==> src/rtl/lsbit_pkg.sv <==
package lsbit_pkg;

  // Sequencer phases of one instruction
  typedef enum logic [1:0] {
    ST_FETCH = 2'd0,  // one instruction bit read per cycle
    ST_DRAIN = 2'd1,  // last fetched bit arrives, no access
    ST_EXEC  = 2'd2,  // the single data access
    ST_LWAIT = 2'd3   // load data arrives, no access
  } seqState_t;

  // Strobes from control to datapath
  typedef struct packed {
    logic pcInc;     // advance program counter
    logic irShift;   // shift returned bit into instruction register
    logic holdLoad;  // capture returned bit into holding register
    logic selExec;   // address mux: instruction address instead of PC
  } ctlStrobe_t;

endpackage

==> src/rtl/lsbit_ctrl.sv <==
module lsbit_ctrl
  import lsbit_pkg::*;
#(
  parameter int ADDR_W = 6
) (
  input  logic       clk,
  input  logic       rstN,
  input  logic       irOp,
  output ctlStrobe_t stb,
  output logic       memRe,
  output logic       memWe
);

  localparam int INSTR_W = ADDR_W + 1;
  localparam int CNT_W   = $clog2(INSTR_W);
  localparam logic [CNT_W-1:0] LAST_BIT = CNT_W'(INSTR_W - 1);

  seqState_t        state, stateNext;
  logic [CNT_W-1:0] bitCnt, bitCntNext;

  always_ff @(posedge clk or negedge rstN) begin
    if (!rstN) begin
      state  <= ST_FETCH;
      bitCnt <= '0;
    end else begin
      state  <= stateNext;
      bitCnt <= bitCntNext;
    end
  end

  always_comb begin
    stateNext    = state;
    bitCntNext   = bitCnt;
    stb          = '0;
    memRe        = 1'b0;
    memWe        = 1'b0;
    unique case (state)
      ST_FETCH: begin
        memRe       = 1'b1;
        stb.pcInc   = 1'b1;
        stb.irShift = (bitCnt != '0);
        if (bitCnt == LAST_BIT) begin
          stateNext  = ST_DRAIN;
          bitCntNext = '0;
        end else begin
          bitCntNext = bitCnt + 1'b1;
        end
      end
      ST_DRAIN: begin
        stb.irShift = 1'b1;
        stateNext   = ST_EXEC;
      end
      ST_EXEC: begin
        stb.selExec = 1'b1;
        if (irOp) begin
          memWe     = 1'b1;
          stateNext = ST_FETCH;
        end else begin
          memRe     = 1'b1;
          stateNext = ST_LWAIT;
        end
      end
      ST_LWAIT: begin
        stb.holdLoad = 1'b1;
        stateNext    = ST_FETCH;
      end
      default: stateNext = ST_FETCH;
    endcase
  end

  // single-port memory, never read and write together
  p_one_access_r9: assert property (@(posedge clk) disable iff (!rstN)
    !(memRe && memWe));

  // the gap cycle is entered only after the final fetch bit
  p_full_fetch_r3: assert property (@(posedge clk) disable iff (!rstN)
    (state == ST_DRAIN) |-> ($past(state) == ST_FETCH && $past(bitCnt) == LAST_BIT));

  // gap is followed by an access in the execute slot
  p_drain_exec_r3: assert property (@(posedge clk) disable iff (!rstN)
    (state == ST_DRAIN) |=> (state == ST_EXEC && (memRe || memWe)));

  // a load execute is followed by a silent capture cycle
  p_load_wait_r4: assert property (@(posedge clk) disable iff (!rstN)
    (state == ST_EXEC && !irOp) |=> (state == ST_LWAIT && !memRe && !memWe));

  // after a store, the next instruction starts at its first bit
  p_store_then_fetch_r5: assert property (@(posedge clk) disable iff (!rstN)
    memWe |=> (state == ST_FETCH && bitCnt == '0 && memRe));

endmodule

==> src/rtl/lsbit_dpath.sv <==
module lsbit_dpath
  import lsbit_pkg::*;
#(
  parameter int ADDR_W = 6
) (
  input  logic              clk,
  input  logic              rstN,
  input  ctlStrobe_t        stb,
  input  logic              memRdata,
  output logic [ADDR_W-1:0] memAddr,
  output logic              memWdata,
  output logic              irOp
);

  localparam int INSTR_W = ADDR_W + 1;

  logic [ADDR_W-1:0]  pc;
  logic [INSTR_W-1:0] ir;
  logic               holdBit;
  logic [ADDR_W-1:0]  execAddr;

  // Program counter: increment only, natural wrap
  always_ff @(posedge clk or negedge rstN) begin
    if (!rstN)          pc <= '0;
    else if (stb.pcInc) pc <= pc + 1'b1;
  end

  // Instruction register: bits enter at the top, first bit ends at bit 0
  always_ff @(posedge clk or negedge rstN) begin
    if (!rstN)            ir <= '0;
    else if (stb.irShift) ir <= {memRdata, ir[INSTR_W-1:1]};
  end

  // Holding register, the only data storage
  always_ff @(posedge clk or negedge rstN) begin
    if (!rstN)             holdBit <= 1'b0;
    else if (stb.holdLoad) holdBit <= memRdata;
  end

  // Address field is sent most significant bit first: reverse it
  for (genvar j = 0; j < ADDR_W; j++) begin : g_addrRev
    assign execAddr[j] = ir[INSTR_W-1-j];
  end

  assign irOp     = ir[0];
  assign memAddr  = stb.selExec ? execAddr : pc;
  assign memWdata = holdBit;

  // the counter moves by exactly one or not at all
  p_pc_step_r2: assert property (@(posedge clk) disable iff (!rstN)
    (pc != $past(pc)) |-> (pc == ADDR_W'($past(pc) + 1)));

  // holding register changes only on a load capture
  p_hold_only_load_r4: assert property (@(posedge clk) disable iff (!rstN)
    !stb.holdLoad |=> $stable(holdBit));

  // the decoded instruction stays put during its execute slot
  p_ir_frozen_r1: assert property (@(posedge clk) disable iff (!rstN)
    stb.selExec |=> $stable(ir));

  // fetch reads always go to the program counter
  p_fetch_addr_r2: assert property (@(posedge clk) disable iff (!rstN)
    stb.pcInc |-> (memAddr == pc));

endmodule

==> src/rtl/lsbit_core.sv <==
module lsbit_core #(
  parameter int ADDR_W = 6
) (
  input  logic              clk,
  input  logic              rstN,
  output logic [ADDR_W-1:0] memAddr,
  output logic              memRe,
  output logic              memWe,
  output logic              memWdata,
  input  logic              memRdata
);

  lsbit_pkg::ctlStrobe_t stb;
  logic irOp;

  lsbit_ctrl #(.ADDR_W(ADDR_W)) u_ctrl (
    .clk   (clk),
    .rstN  (rstN),
    .irOp  (irOp),
    .stb   (stb),
    .memRe (memRe),
    .memWe (memWe)
  );

  lsbit_dpath #(.ADDR_W(ADDR_W)) u_dpath (
    .clk      (clk),
    .rstN     (rstN),
    .stb      (stb),
    .memRdata (memRdata),
    .memAddr  (memAddr),
    .memWdata (memWdata),
    .irOp     (irOp)
  );

endmodule

==> config.mk <==
export PLATFORM = sky130hd
export DESIGN_NAME = lsbit_core
export DESIGN_NICKNAME = d
export VERILOG_FILES = /design/src/rtl/lsbit_pkg.sv /design/src/rtl/lsbit_ctrl.sv /design/src/rtl/lsbit_dpath.sv /design/src/rtl/lsbit_core.sv
export SDC_FILE = /design/constraint.sdc
export NUM_CORES = 1
export LEC_CHECK = 0
export ABC_CLOCK_PERIOD_IN_PS = 1670
export BUFFER_PORTS_ARGS = -buffer_cell sky130_fd_sc_hd__buf_2
export CAP_MARGIN = 20
export CORE_MARGIN = 2
export CORE_UTILIZATION = 54
export DETAILED_ROUTE_END_ITERATION = 10
export PLACE_DENSITY = 0.85
export SLEW_MARGIN = 20
export SYNTH_ARGS = -nofsm -noshare
export SYNTH_HDL_FRONTEND = slang
export SYNTH_HIERARCHICAL = 1
export SYNTH_SLANG_ARGS = --single-unit
==> constraint.sdc <==
create_clock -name clk -period 1.67 [get_ports clk]
set_input_delay 0.0835 -clock clk [delete_from_list [all_inputs] [get_ports clk]]
set_output_delay 0.0835 -clock clk [all_outputs]
set_load 0.005 [all_outputs]
After elaboration in Yosys (flattened, before gate mapping)
Cells that the tools add are included.
{"block": "word_totals", "reg_bits": 19, "inputBits": 3, "wordCells": 27}
{"block": "classes", "addsub": 2, "eq_ne": 5, "mux": 13, "n_reduce_logical": 2}
{"op": "$pmux W2 S4", "n": 1}
{"op": "$add A6 B1 Y6 const B", "n": 1}
{"op": "$mux W1", "n": 6}
{"op": "$mux W6", "n": 1}
{"op": "$eq A2 B2 Y1 const B", "n": 2}
{"op": "$mux W2", "n": 2}
{"op": "$pmux W1 S2", "n": 2}
{"op": "$add A3 B1 Y3 const B", "n": 1}
{"op": "$eq A3 B3 Y1 const B", "n": 1}
{"op": "$mux W3", "n": 1}
{"op": "$reduce_bool A3 Y1", "n": 1}
{"op": "$eq A2 B1 Y1 const B", "n": 1}
{"op": "$logic_not A2 Y1", "n": 1}
{"op": "$ne A2 B1 Y1 const B", "n": 1}

Depth between registers and ports, before layout
{"block": "depth", "word_depth": 3, "depth_mapped": 5, "depth_no_buf": 4}

By module
The synthesis kept the hierarchy.
{"module": "lsbit_dpath", "n_inst": 1, "cells_each": 42, "area_each_um2": 618.1}
{"module": "lsbit_ctrl", "n_inst": 1, "cells_each": 30, "area_each_um2": 290.3}

Worst setup path after synthesis
No wires, ideal clock.
{"block": "synth_timing", "path_kind": "reg2reg", "start": "reg u_ctrl.state[0]", "end": "reg u_dpath.ir[6]", "arrival_time_ps": 1132, "required_time_ps": 1545, "path_slack_ps": 413, "stages_incl_launch_ff": 6, "period_less_slack_ps": 1257, "cell_sequence": "dfrtp_1 > buf_4 > nor2_1 > a21oi_1 > buf_2 > mux2_2"}
{"element": "start, declared", "line_no": "lsbit_ctrl.sv:18", "rtl": "seqState_t state, stateNext;"}
{"element": "start signal, assigned", "line_no": "lsbit_ctrl.sv:26", "rtl": "state <= stateNext;"}
{"element": "end signal, assigned", "line_no": "lsbit_dpath.sv:31", "rtl": "else if (stb.irShift) ir <= {memRdata, ir[INSTR_W-1:1]};"}
{"element": "end, declared", "line_no": "lsbit_dpath.sv:18", "rtl": "logic [INSTR_W-1:0] ir;"}

==> results.json <==
{
  "status": "finished clean",
  "port_buffer_cells": 11,
  "die-height_um": 45.0,
  "mappedNetlistNets": 76,
  "max-slew-margin-rel_pct": 72.5,
  "via_count": 575,
  "tritoncts": "built",
  "detailedPlace.worstSlack_ps": 244,
  "finalCritPeriodShare_pct": 92.5,
  "crit_required_ps": 1590,
  "post_route_cells_drive_above_1_share_pct": 47.7,
  "ff_latch_count_synth": 19,
  "number_of_levels_the_h_tree_was_split_into": 1,
  "routabilityCongestion": 0.701,
  "dp_hpwl_um": 1050,
  "fillerInstances": 131,
  "antenna-diode-count": 0,
  "timing.max_cap.violations": 0,
  "crit_path_max_fanout": 7,
  "clock_tree.buffer_depth": 2,
  "cts-buffers-inserted": 3,
  "power_per_cell_area_mw_per_mm2": 2120,
  "cp-start-kind": "flip-flop",
  "place_area_um2": 970,
  "final_number_of_max_transition_violations": 0,
  "p_leak_nw": 0.464,
  "fin_skew_ps": 3.65,
  "layout.cells.most_common_list": "sky130_fd_sc_hd__dfrtp_1 (17), sky130_fd_sc_hd__mux2_2 (16), sky130_fd_sc_hd__buf_2 (11)",
  "syn_inst": 72,
  "grt_pass1_vias": 592,
  "final.setup.tns_ps": 0,
  "timing.hold.worst.class": "in -> reg",
  "worst_skew_pair.late_latency_ps": 280,
  "rsz0062_at_grt": "false",
  "async_reset_ff_share_pct": 100,
  "grt_remaining_overflow": 0,
  "design.core.area_mm2": 0.00154,
  "synth_area_leader_cell": "sky130_fd_sc_hd__dfrtp_1",
  "wire_per_inst_um": 14.1,
  "boundaryPins": 12,
  "power_total_w": 0.00217,
  "design_area_mm2": 0.00102,
  "yosys.area_share.xor_xnor_pct": 4.82,
  "grt_first_pass_wirelength_um": 2550,
  "cp_data_arrival_time_ps": 1460,
  "detail-route-antenna-nets": 0,
  "synthesis.yosys.warnings": 6,
  "numClockSinks": 19,
  "timing.fmax_ghz": 0.647,
  "main_combinational_cell_family_by_area_after_synthesis": "multiplexers",
  "drt_wl_total_um": 1470,
  "synth-edff-count": 0,
  "initial_cell_density_of_the_core_pct": 58.9,
  "die-width_um": 45.0,
  "muxShareOfSynthArea_pct": 21.5,
  "setup_viol": 0,
  "fraction_of_the_mapped_netlist_area_in_adder_cells_pct": 1.38,
  "clockRootBuffer": "sky130_fd_sc_hd__clkbuf_4",
  "worstSetupPathType": "reg -> out",
  "dieArea_mm2": 0.00203,
  "post-route-min-period_ps": 1540,
  "total_grt_usage_pct": 17.8,
  "antenna_found_initial": 0,
  "syn_avg_cell_area_um2": 12.6,
  "dominantRegCellSynth": "sky130_fd_sc_hd__dfrtp_1",
  "synth_simple_gate_area_share_pct": 12.3,
  "pin_count_of_the_biggest_net_entering_global_routing": 20,
  "synth_sequential_area_ratio_pct": 52.3,
  "first_pass_iters": 4,
  "synth-compound-area-share_pct": 4.55,
  "synthesis.area_um2": 908,
  "most_common_cell_after_layout_fill_and_taps_aside": "sky130_fd_sc_hd__dfrtp_1",
  "area_share_of_the_leading_cell_type_in_the_synthesized_netlist_pct": 52.3,
  "post_route_drc_violation_count": 0,
  "netlist_top_cells_area": "sky130_fd_sc_hd__dfrtp_1 (52%), sky130_fd_sc_hd__mux2_2 (20%), sky130_fd_sc_hd__xnor2_1 (2.9%), sky130_fd_sc_hd__nand2_1 (2.1%), sky130_fd_sc_hd__xor2_1 (1.9%)",
  "final_hold_viol_count": 0,
  "clk_transition_reported_paths_ps": 100,
  "tightestPinTransition_ps": 413,
  "design.final.nets": 93,
  "average_via_count_per_standard_cell": 5.53,
  "setup.worst_path.end_class": "output pin",
  "area.growth.synth_to_final_pct": 12.7,
  "vdd_drop_max_mv": 1.04,
  "post-route-util_pct": 66.4,
  "first_iter_violations": 7,
  "synthDistinctLibCells": 24,
  "std_cell_rows": 14,
  "postLayoutSetupSlackWorst_ps": 125
}
-- sequential cells by signal, indices dropped and copies added, names as in the netlist --
signal / flops
u_dpath/ir: 7
u_ctrl/state: 2
u_dpath/memWdata: 1
u_dpath/pc: 6
u_ctrl/bitCnt: 3
-- path summary, 6_finish.rpt --
path / start / to / slack, ps / cells after the start
hold reg to reg: u_dpath/pc[5] / u_dpath/pc[5] / 460 / 1
hold / removal: memRdata / u_dpath/ir[6] / 50 / 2
min in group asynchronous: rstN / u_dpath/pc[1] / 250 / 2
max in group asynchronous: rstN / u_ctrl/state[1] / 1110 / 2
setup reg to reg: u_ctrl/state[0] / u_dpath/ir[5] / 270 / 5
setup / recovery: u_ctrl/state[0] / memAddr[3] / 130 / 4
-- cell families (layout without fill, tap and decap cells) --
| group | count (synthesis) | after routing |
|---|---|---|
| flops | 19 | 19 |
| simple gates | 19 | 19 |
| mux | 17 | 17 |
| compound gates | 7 | 7 |
| xor+xnor | 5 | 5 |
| buf+inv | 4 | 20 |
| fa+ha+maj | 1 | 1 |
-- through the flow --
step,cells,hold WS (ps)
CTS,102,35.1
detailed placement,97,41.9
finish,104,46.4
floorplan,72,-212
global route,104,33.2
global placement,97,39.8
-- synth_stat cells (2+ instances only) --
library cell,number
sky130_fd_sc_hd__a21oi_1,2
sky130_fd_sc_hd__and2_1,2
sky130_fd_sc_hd__buf_2,2
sky130_fd_sc_hd__dfrtp_1,19
sky130_fd_sc_hd__mux2_2,16
sky130_fd_sc_hd__nand2_1,5
sky130_fd_sc_hd__nor2_1,3
sky130_fd_sc_hd__nor2b_1,2
sky130_fd_sc_hd__o21ai_0,3
sky130_fd_sc_hd__xnor2_1,3
sky130_fd_sc_hd__xor2_1,2
-- final cells by class --
type / instances / area, um2 / share of cell area [%]
sequential: 19 / 478 / 46.7
multi-input combinational: 49 / 404 / 39.5
timing repair buffer: 16 / 95.1 / 9.29
clock buffer: 4 / 26.3 / 2.57
tap: 16 / 20.0 / 1.96
-- worst max-delay path, cell delays in order, from the launching register on --
cell	delay, ps
sky130_fd_sc_hd__dfrtp_2	440
sky130_fd_sc_hd__nor2b_1	110
sky130_fd_sc_hd__buf_4	160
sky130_fd_sc_hd__mux2_2	340
sky130_fd_sc_hd__buf_2	120
-- where the power goes --
| part | internal (W) | switching [W] | total, W |
|---|---|---|---|
| sequential | 0.000704 | 0.000226 | 0.000930 |
| combinational | 0.000597 | 0.000419 | 0.00102 |
| clock | 0.0000927 | 0.000128 | 0.000221 |
-- what timing repair did --
action,CTS,global route
setup buffers,0,2
gates resized for setup,2,0
setup endpoints to repair,6,6
pin swaps,0,0
hold buffers,1,0
hold endpoints to repair,19,0
-- metal layers --
layer | part of all wire (%) | global-route usage, % | up-vias
li1 | - | - | 277
met1 | 48 | 22.8 | 287
met2 | 48 | 29.4 | 9
met3 | 3.3 | 2.40 | 2
met4 | 0.61 | 8.82 | 0
met5 | 0 | 0 | -
(Power assumes the default switching activity.)
